[src/rtl/phs_pkg.sv]
package phs_pkg;

  typedef enum logic [2:0] {
    ST_IDLE   = 3'd0,
    ST_SEARCH = 3'd1,
    ST_TRACK  = 3'd2,
    ST_HOLD   = 3'd3,
    ST_HALT   = 3'd4
  } phs_state_e;

  localparam logic [1:0] MODE_TRACK = 2'd1;
  localparam logic [1:0] MODE_SRCH  = 2'd2;
  localparam logic [1:0] MODE_BAD   = 2'd3;
  localparam logic [1:0] DIR_DOWN   = 2'd0;
  localparam logic [1:0] DIR_BOTH   = 2'd2;
  localparam logic [1:0] DIR_BAD    = 2'd3;

  // Signed phase error (measured minus wanted)
  function automatic int phase_err(int meas, int tgt);
    return meas - tgt;
  endfunction

  // Acceptance rule for a phase error
  function automatic logic err_ok(int e, logic exact);
    int mag;
    mag = (e < 0) ? -e : e;
    return exact ? (mag == 0) : (mag <= 2);
  endfunction

  // Move t by d, kept inside [0, hi]
  function automatic int bounded_step(int t, int d, int hi);
    int v;
    v = t + d;
    if (v < 0) v = 0;
    if (v > hi) v = hi;
    return v;
  endfunction

endpackage

[src/rtl/phs_tick_gen.sv]
module phs_tick_gen #(
  parameter int EVAL_CYC = 4
) (
  input  logic clk,
  input  logic rst_n,
  input  logic run,
  output logic tick
);
  localparam int CW = (EVAL_CYC > 2) ? $clog2(EVAL_CYC) : 1;
  localparam logic [CW-1:0] LAST = CW'(EVAL_CYC - 1);

  logic [CW-1:0] cnt_q;

  assign tick = run && (cnt_q == LAST);

  always_ff @(posedge clk or negedge rst_n) begin
    if (!rst_n)      cnt_q <= '0;
    else if (!run)   cnt_q <= '0;
    else if (tick)   cnt_q <= '0;
    else             cnt_q <= cnt_q + CW'(1);
  end

  // ticks are spaced, never back to back
  assert_tick_spacing_R2: assert property (@(posedge clk) disable iff (!rst_n)
    tick |=> !tick) else $error("tick repeated");

endmodule

[src/rtl/phs_judge.sv]
module phs_judge #(
  parameter int PH_W = 5
) (
  input  logic [PH_W-1:0] meas,
  input  logic [PH_W-1:0] target,
  input  logic            slope,
  input  logic            exact,
  output logic            match,
  output logic            want_up
);
  import phs_pkg::*;

  int e;

  always_comb begin
    e       = phase_err(int'($signed(meas)), int'($signed(target)));
    match   = err_ok(e, exact);
    // negative slope: raising the tap lowers the phase
    want_up = slope ? (e < 0) : (e > 0);
  end

endmodule

[src/rtl/phs_readback.sv]
module phs_readback #(
  parameter int TAP_W = 9,
  parameter int PH_W  = 5
) (
  input  logic             clk,
  input  logic             rst_n,
  input  logic             rd_req,
  input  logic [TAP_W-1:0] tap,
  input  logic [PH_W-1:0]  ph,
  output logic [TAP_W-1:0] rb_tap,
  output logic [PH_W-1:0]  rb_ph
);
  logic rd_q;
  logic cap_evt;

  assign cap_evt = rd_q && !rd_req;

  always_ff @(posedge clk or negedge rst_n) begin
    if (!rst_n) begin
      rd_q   <= 1'b0;
      rb_tap <= '0;
      rb_ph  <= '0;
    end else begin
      rd_q <= rd_req;
      if (cap_evt) begin
        rb_tap <= tap;
        rb_ph  <= ph;
      end
    end
  end

  assert_rb_hold_R11: assert property (@(posedge clk) disable iff (!rst_n)
    !cap_evt |=> ($stable(rb_tap) && $stable(rb_ph))) else $error("readback moved");

endmodule

[src/rtl/phs_search_ctrl.sv]
module phs_search_ctrl #(
  parameter int TAP_W    = 9,
  parameter int TAP_MAX  = 432,
  parameter int PH_W     = 5,
  parameter int GB_W     = 5,
  parameter int EVAL_CYC = 4
) (
  input  logic             clk,
  input  logic             rst_n,
  input  logic             cfg_en,
  input  logic             cfg_gain,
  input  logic [PH_W-1:0]  cfg_target,
  input  logic             cfg_slope,
  input  logic [TAP_W-1:0] cfg_start,
  input  logic [1:0]       cfg_mode,
  input  logic [1:0]       cfg_dir,
  input  logic [GB_W-1:0]  cfg_guard,
  input  logic             cfg_exact,
  input  logic             cfg_fail_rst,
  input  logic [TAP_W-1:0] cfg_manual,
  input  logic             rd_req,
  input  logic [PH_W-1:0]  ph_meas,
  output logic [TAP_W-1:0] tap_out,
  output logic             locked,
  output logic             lost_lock,
  output logic [TAP_W-1:0] rb_tap,
  output logic [PH_W-1:0]  rb_phase
);
  import phs_pkg::*;

  localparam logic [TAP_W-1:0] MAX_T = TAP_W'(TAP_MAX);

  phs_state_e       st_q, st_d;
  logic [TAP_W-1:0] tap_q, tap_d;
  logic             pass_q, pass_d;
  logic             up_q, up_d;
  logic             lk_q, lk_d;
  logic             lost_q, lost_d;

  logic             tick, match, want_up, run;
  logic             cfg_ok;
  logic [TAP_W-1:0] start_c, man_c, lo_b, hi_b, trk_tap;
  logic             can_up, can_dn;
  // named events for the checks
  logic             leg_turn, pass_over, sweep_fail;

  assign run     = (st_q == ST_SEARCH) || (st_q == ST_TRACK) || (st_q == ST_HOLD);
  assign start_c = (cfg_start  > MAX_T) ? MAX_T : cfg_start;
  assign man_c   = (cfg_manual > MAX_T) ? MAX_T : cfg_manual;
  assign cfg_ok  = (cfg_mode != MODE_BAD) && ((cfg_mode == MODE_TRACK) || (cfg_dir != DIR_BAD));
  assign lo_b    = pass_q ? '0 : TAP_W'(cfg_guard);
  assign hi_b    = pass_q ? MAX_T : (MAX_T - TAP_W'(cfg_guard));
  assign can_up  = tap_q < hi_b;
  assign can_dn  = tap_q > lo_b;
  assign trk_tap = TAP_W'(bounded_step(int'(tap_q),
                     (want_up ? 1 : -1) * (cfg_gain ? 2 : 1), TAP_MAX));

  phs_tick_gen #(.EVAL_CYC(EVAL_CYC)) u_tick (
    .clk(clk), .rst_n(rst_n), .run(run), .tick(tick));

  phs_judge #(.PH_W(PH_W)) u_judge (
    .meas(ph_meas), .target(cfg_target), .slope(cfg_slope),
    .exact(cfg_exact), .match(match), .want_up(want_up));

  phs_readback #(.TAP_W(TAP_W), .PH_W(PH_W)) u_rb (
    .clk(clk), .rst_n(rst_n), .rd_req(rd_req), .tap(tap_q), .ph(ph_meas),
    .rb_tap(rb_tap), .rb_ph(rb_phase));

  always_comb begin
    st_d = st_q; tap_d = tap_q; pass_d = pass_q; up_d = up_q;
    lk_d = lk_q; lost_d = lost_q;
    leg_turn = 1'b0; pass_over = 1'b0; sweep_fail = 1'b0;
    if (!cfg_en) begin
      st_d = ST_IDLE; tap_d = man_c; lk_d = 1'b0; lost_d = 1'b0;
    end else begin
      unique case (st_q)
        ST_IDLE: begin
          tap_d = start_c;
          if (cfg_ok) begin
            st_d   = (cfg_mode == MODE_TRACK) ? ST_TRACK : ST_SEARCH;
            pass_d = 1'b0;
            up_d   = (cfg_dir != DIR_DOWN);
          end
        end
        ST_SEARCH: if (tick) begin
          if (match) begin
            lk_d = 1'b1;
            st_d = (cfg_mode == MODE_SRCH) ? ST_HOLD : ST_TRACK;
          end else if (up_q && can_up) begin
            tap_d = tap_q + TAP_W'(1);
          end else if (!up_q && can_dn) begin
            tap_d = tap_q - TAP_W'(1);
          end else if (up_q && (cfg_dir == DIR_BOTH)) begin
            leg_turn = 1'b1; up_d = 1'b0; tap_d = start_c;
          end else if (!pass_q) begin
            pass_over = 1'b1; pass_d = 1'b1; tap_d = start_c;
            up_d = (cfg_dir != DIR_DOWN);
          end else if (cfg_fail_rst) begin
            sweep_fail = 1'b1; st_d = ST_HALT; tap_d = start_c;
          end else begin
            sweep_fail = 1'b1; pass_d = 1'b0; tap_d = start_c;
            up_d = (cfg_dir != DIR_DOWN);
          end
        end
        ST_TRACK: if (tick) begin
          if (match) lk_d = 1'b1;
          else begin
            if (lk_q) begin lk_d = 1'b0; lost_d = 1'b1; end
            tap_d = trk_tap;
          end
        end
        ST_HOLD: if (tick) begin
          if (match) lk_d = 1'b1;
          else if (lk_q) begin lk_d = 1'b0; lost_d = 1'b1; end
        end
        ST_HALT: ;
        default: st_d = ST_IDLE;
      endcase
    end
  end

  always_ff @(posedge clk or negedge rst_n) begin
    if (!rst_n) begin
      st_q <= ST_IDLE; tap_q <= '0; pass_q <= 1'b0; up_q <= 1'b0;
      lk_q <= 1'b0; lost_q <= 1'b0;
    end else begin
      st_q <= st_d; tap_q <= tap_d; pass_q <= pass_d; up_q <= up_d;
      lk_q <= lk_d; lost_q <= lost_d;
    end
  end

  assign tap_out   = tap_q;
  assign locked    = lk_q;
  assign lost_lock = lost_q;

  assert_tap_limit_R12: assert property (@(posedge clk) disable iff (!rst_n)
    tap_q <= MAX_T) else $error("tap above limit");

  assert_move_on_tick_R2: assert property (@(posedge clk) disable iff (!rst_n)
    (run && !tick && cfg_en) |=> $stable(tap_q)) else $error("tap moved off tick");

  assert_lock_rise_R10: assert property (@(posedge clk) disable iff (!rst_n)
    $rose(lk_q) |-> $past(tick && match && cfg_en)) else $error("lock without match");

  assert_lost_sticky_R10: assert property (@(posedge clk) disable iff (!rst_n)
    (lost_q && cfg_en) |=> lost_q) else $error("lost flag dropped");

  assert_halt_hold_R7: assert property (@(posedge clk) disable iff (!rst_n)
    (st_q == ST_HALT && cfg_en) |=> (st_q == ST_HALT && $stable(tap_q)))
    else $error("halt left");

  assert_track_step_R9: assert property (@(posedge clk) disable iff (!rst_n)
    (st_q == ST_TRACK && tick && cfg_en) |=>
      (((tap_q > $past(tap_q)) ? (tap_q - $past(tap_q)) : ($past(tap_q) - tap_q)) <= TAP_W'(2)))
    else $error("track step too large");

  assert_restart_at_start_R5: assert property (@(posedge clk) disable iff (!rst_n)
    (leg_turn || pass_over) |=> (tap_q == $past(start_c))) else $error("pass restart");

endmodule

[config.mk]
export PLATFORM = sky130hd
export DESIGN_NAME = phs_search_ctrl
export DESIGN_NICKNAME = d
export VERILOG_FILES = /design/src/rtl/phs_pkg.sv /design/src/rtl/phs_tick_gen.sv /design/src/rtl/phs_judge.sv /design/src/rtl/phs_readback.sv /design/src/rtl/phs_search_ctrl.sv
export SDC_FILE = /design/constraint.sdc
export NUM_CORES = 1
export LEC_CHECK = 0
export ABC_AREA = 1
export BUFFER_PORTS_ARGS = -buffer_cell sky130_fd_sc_hd__buf_4
export CORE_ASPECT_RATIO = 2
export CORE_UTILIZATION = 30
export CTS_BUF_LIST = sky130_fd_sc_hd__clkbuf_4
export DETAILED_ROUTE_END_ITERATION = 8
export SETUP_SLACK_MARGIN = 0.1
export SYNTH_ARGS = -nofsm -noshare
export SYNTH_HDL_FRONTEND = slang
export SYNTH_SLANG_ARGS = --single-unit
[constraint.sdc]
create_clock -name clk -period 5.3 [get_ports clk]
set_input_delay 0.795 -clock clk [delete_from_list [all_inputs] [get_ports clk]]
set_output_delay 0.795 -clock clk [all_outputs]
set_load 0.05 [all_outputs]
==> impl_metrics.csv <==
group,metric,value,unit
die,dieArea,15100,sq um
critical_path,worst_r2r_path_depth,21,
synthesis,synth-main-ff-cell,"sky130_fd_sc_hd__dfrtp_1",
status,violations,"DRC",
cts,cts.htree.levels,2,
critical_path,rrSetupSlack,1590,ps
hold_path,hold_path.class,"input pin to asynchronous set/reset pin",
global_route,largest_net_degree_at_the_start_of_global_routing,34,
synthesis,post_synth.cell_area_avg,6.10,sq um
placement,buffer_ports.inserted,69,
placement,dp_slack,-615,ps
detailed_routing,detailedRoute.firstPassIterationCount,9,
sta,worst_clock_skew,20.2,ps
cts,cts_hold_buffers,0,
detailed_routing,drt-initial-drc-count,258,
detailed_routing,dr_total_vias,5305,
sta,timing.slew.headroom,49.2,%
global_route,grt_antenna_before_repair,1,
die,dieHeight,173,um
synthesis,synth_sequential_area_ratio,18.9,%
finish,design.final.nets,971,
sta,timing_hold_violations_final,0,
critical_path,regToRegEndpoint,"tap_out[8]",
global_route,grt_util_all_layers,21.6,%
power,max-vdd-ir-drop,199,uV
status,outcome,"finished with violations",
critical_path,worstPathBufferInverterCount,6,
synthesis,synth_edf_count,0,
detailed_routing,wl_per_cell,15.2,um
die,initial_utilization,30.7,%
critical_path,start_kind,"input pin",
job,timing.max_cap.violations,0,
finish,design_area,6190,sq um
sta,clock.fmax,189,MHz
critical_path,critical_path.reg2reg.startpoint,"tap_out[2]",
placement,post_dp_hpwl,12.8,mm
critical_path,required,5560,ps
global_route,wire_length_of_the_first_global_routing_pass,24.8,mm
critical_path,max_fanout_on_critical_path,8,
critical_path,timing.critical_path.slowest_stage_cell,"sky130_fd_sc_hd__fa_2",
synthesis,syn-instance-count,718,
sta,finalCritPeriodShare,100,%
die,core,14300,sq um
cts,clock_transition_time_at_the_flip_flop_clock_pins_of_the_worst_setup_and_hold_paths,120,ps
cts,tritoncts.num_buffers,5,
synthesis,post_synth_num_cell_types,40,
synthesis,netlist.area_leader.share,18.9,%
sta,timing.final.setup_violations,0,
synthesis,syn_nets,814,
critical_path,crit_arrival,5560,ps
power,p_leak,3.25,nW
global_route,globalRouteOverflowTotal,0,
critical_path,critPathTopFamily,"adder cells",
power,power_density,558,nW/um^2
finish,areaGrowthSynthToFinish,41.4,%
critical_path,critPathMaxStageDelay,600,ps
sta,finalCriticalPeriod,5300,ps
detailed_routing,route.detailed.drc,1,
die,boundaryPins,70,
synthesis,synth_largest_area_cell,"sky130_fd_sc_hd__dfrtp_1",
die,die_w,87.4,um
critical_path,critPathCaptureType,"flip-flop",
detailed_routing,route.detailed.vias_per_inst,4.96,
cts,tritoncts,"built",
sta,totalNegativeSetupSlack,0,ps
sta,worstMarginPinSlew,760,ps
cts,cts-root-buf,"sky130_fd_sc_hd__clkbuf_4",
placement,globalplace.congestion,0.860,
global_route,via_count_of_the_first_global_routing_pass,5190,
die,std_cell_rows,62,
sta,final_max_slew_viol_count,0,
synthesis,async_reset_ff_share,100,%
finish,final_core_util,43.4,%
sta,unrepaired_setup_endpoints_after_global_routing,"yes",
synthesis,post_synth_most_frequent_cells,"sky130_fd_sc_hd__nand2_1 (209), sky130_fd_sc_hd__inv_1 (96), sky130_fd_sc_hd__nor2_1 (92), sky130_fd_sc_hd__nand3_1 (64), sky130_fd_sc_hd__ha_1 (48)",
synthesis,synth_most_common_cell,"sky130_fd_sc_hd__nand2_1",
synthesis,yosysWarningCount,0,
synthesis,postSynthRegisterBits,33,
sta,setup_ws,1.21,ps
critical_path,setup.worst_path.class,"input pin to flip-flop",
cts,worstSkewPairLatency,370,ps
cts,clkSinkCount,33,
placement,dpl_cell_area,5660,sq um
finish,post_route_cells_drive_above_1_share,28.8,%
synthesis,synth.cell_area,4380,sq um
cts,cts_buffer_depth,2,
detailed_routing,postRouteAntennaNets,0,
synthesis,synth_area_leaders,"sky130_fd_sc_hd__dfrtp_1 (19%), sky130_fd_sc_hd__nand2_1 (18%), sky130_fd_sc_hd__ha_1 (14%)",
detailed_routing,drt_wl_total,16.2,mm
## cell families after synthesis
group | share of synthesized area (%)
buffers and inverters | 10.2
adders and majority gates | 15.1
xor gates and xnor gates | 3.20
AOI/OAI and AO/OA | 11.8
DFF | 18.9
and+or+nand+nor | 39.9
other | 0.0857
muxes | 0.772
## worst max path at each step
| stage | startpoint | end | slack, ps | depth (start not counted) |
|---|---|---|---|---|
| 5_1_grt | ph_meas[0] | tap_out[8] | -320 | 33 |
| 2_1_floorplan | ph_meas[0] | tap_out[4] | 5 | 37 |
| 3_3_place_gp | ph_meas[0] | tap_out[4] | -520 | 36 |
| 3_5_place_dp | ph_meas[0] | tap_out[4] | -620 | 36 |
| 6_report | ph_meas[0] | tap_out[8] | 1 | 33 |
| 4_1_cts | ph_meas[0] | tap_out[8] | 100 | 34 |
## area by class of cell
type | count | area, sq um
Timing Repair Buffer | 163 | 1260
Tap cell | 192 | 240
Clock buffer | 6 | 45.0
Sequential cell | 33 | 826
Multi-Input combinational cell | 575 | 3430
Antenna cell | 1 | 2.50
Inverter | 97 | 382
Clock inverter | 2 | 10.0
Fill cell | 1511 | 8080
## registers in the layout, summed over array words and instances, names as in the netlist
| register | cells |
|---|---|
| lost_lock | 1 |
| up_q | 1 |
| pass_q | 1 |
| st_q | 3 |
| u_rb.rd_q | 1 |
| u_rb.rb_tap | 9 |
| tap_out | 9 |
| u_tick.cnt_q | 2 |
| locked | 1 |
| u_rb.rb_ph | 5 |
## report_power, final
| group | internal, mW | switching (mW) | total [mW] |
|---|---|---|---|
| clock network | 0.0556 | 0.0993 | 0.155 |
| logic | 1.15 | 1.63 | 2.78 |
| registers | 0.340 | 0.174 | 0.514 |
## through the flow
| stage | instances | hold slack [ps] | total power, mW |
|---|---|---|---|
| floorplan | 718 | 415 | 2.12 |
| global placement | 1025 | 436 | 3.08 |
| detailed placement | 1025 | 443 | 3.09 |
| CTS | 1058 | 373 | 3.33 |
| global route | 1069 | 376 | 3.75 |
| finish | 1069 | 350 | 3.45 |
## timing repair
item / in CTS / in global routing
setup endpoints to repair: 9 / 15
cloned: 1 / 1
pin swaps: 22 / 27
resized for setup: 15 / 39
setup buffers: 24 / 9
## cells in the final DEF (no fill, tap or decap), types with 11 or more instances in the layout
| cell | instances |
|---|---|
| sky130_fd_sc_hd__nand2_1 | 201 |
| sky130_fd_sc_hd__o21ai_0 | 29 |
| sky130_fd_sc_hd__dfrtp_1 | 33 |
| sky130_fd_sc_hd__ha_4 | 11 |
| sky130_fd_sc_hd__a21oi_1 | 36 |
| sky130_fd_sc_hd__buf_4 | 155 |
| sky130_fd_sc_hd__nand3_1 | 55 |
| sky130_fd_sc_hd__inv_1 | 87 |
| sky130_fd_sc_hd__nand2_2 | 11 |
| sky130_fd_sc_hd__ha_1 | 35 |
| sky130_fd_sc_hd__nor2_1 | 82 |
| sky130_fd_sc_hd__xor2_1 | 11 |
## layer usage
metal	global-route usage [%]	up-vias	part of all wire, %
met5	0	-	0
met4	18.7	0	9.0
met3	1.48	70	2.7
met2	42.6	183	56
met1	18.2	2416	32
li1	-	2636	-
## worst register-to-register path: cells and delay by family, from the launching register on
| kind | cells | cell delay (ps) |
|---|---|---|
| simple gates | 12 | 1120 |
| buf+inv | 3 | 280 |
| compound gates | 3 | 450 |
| flops | 1 | 600 |
| fa+ha+maj | 3 | 1170 |
(Power assumes the default switching activity.)
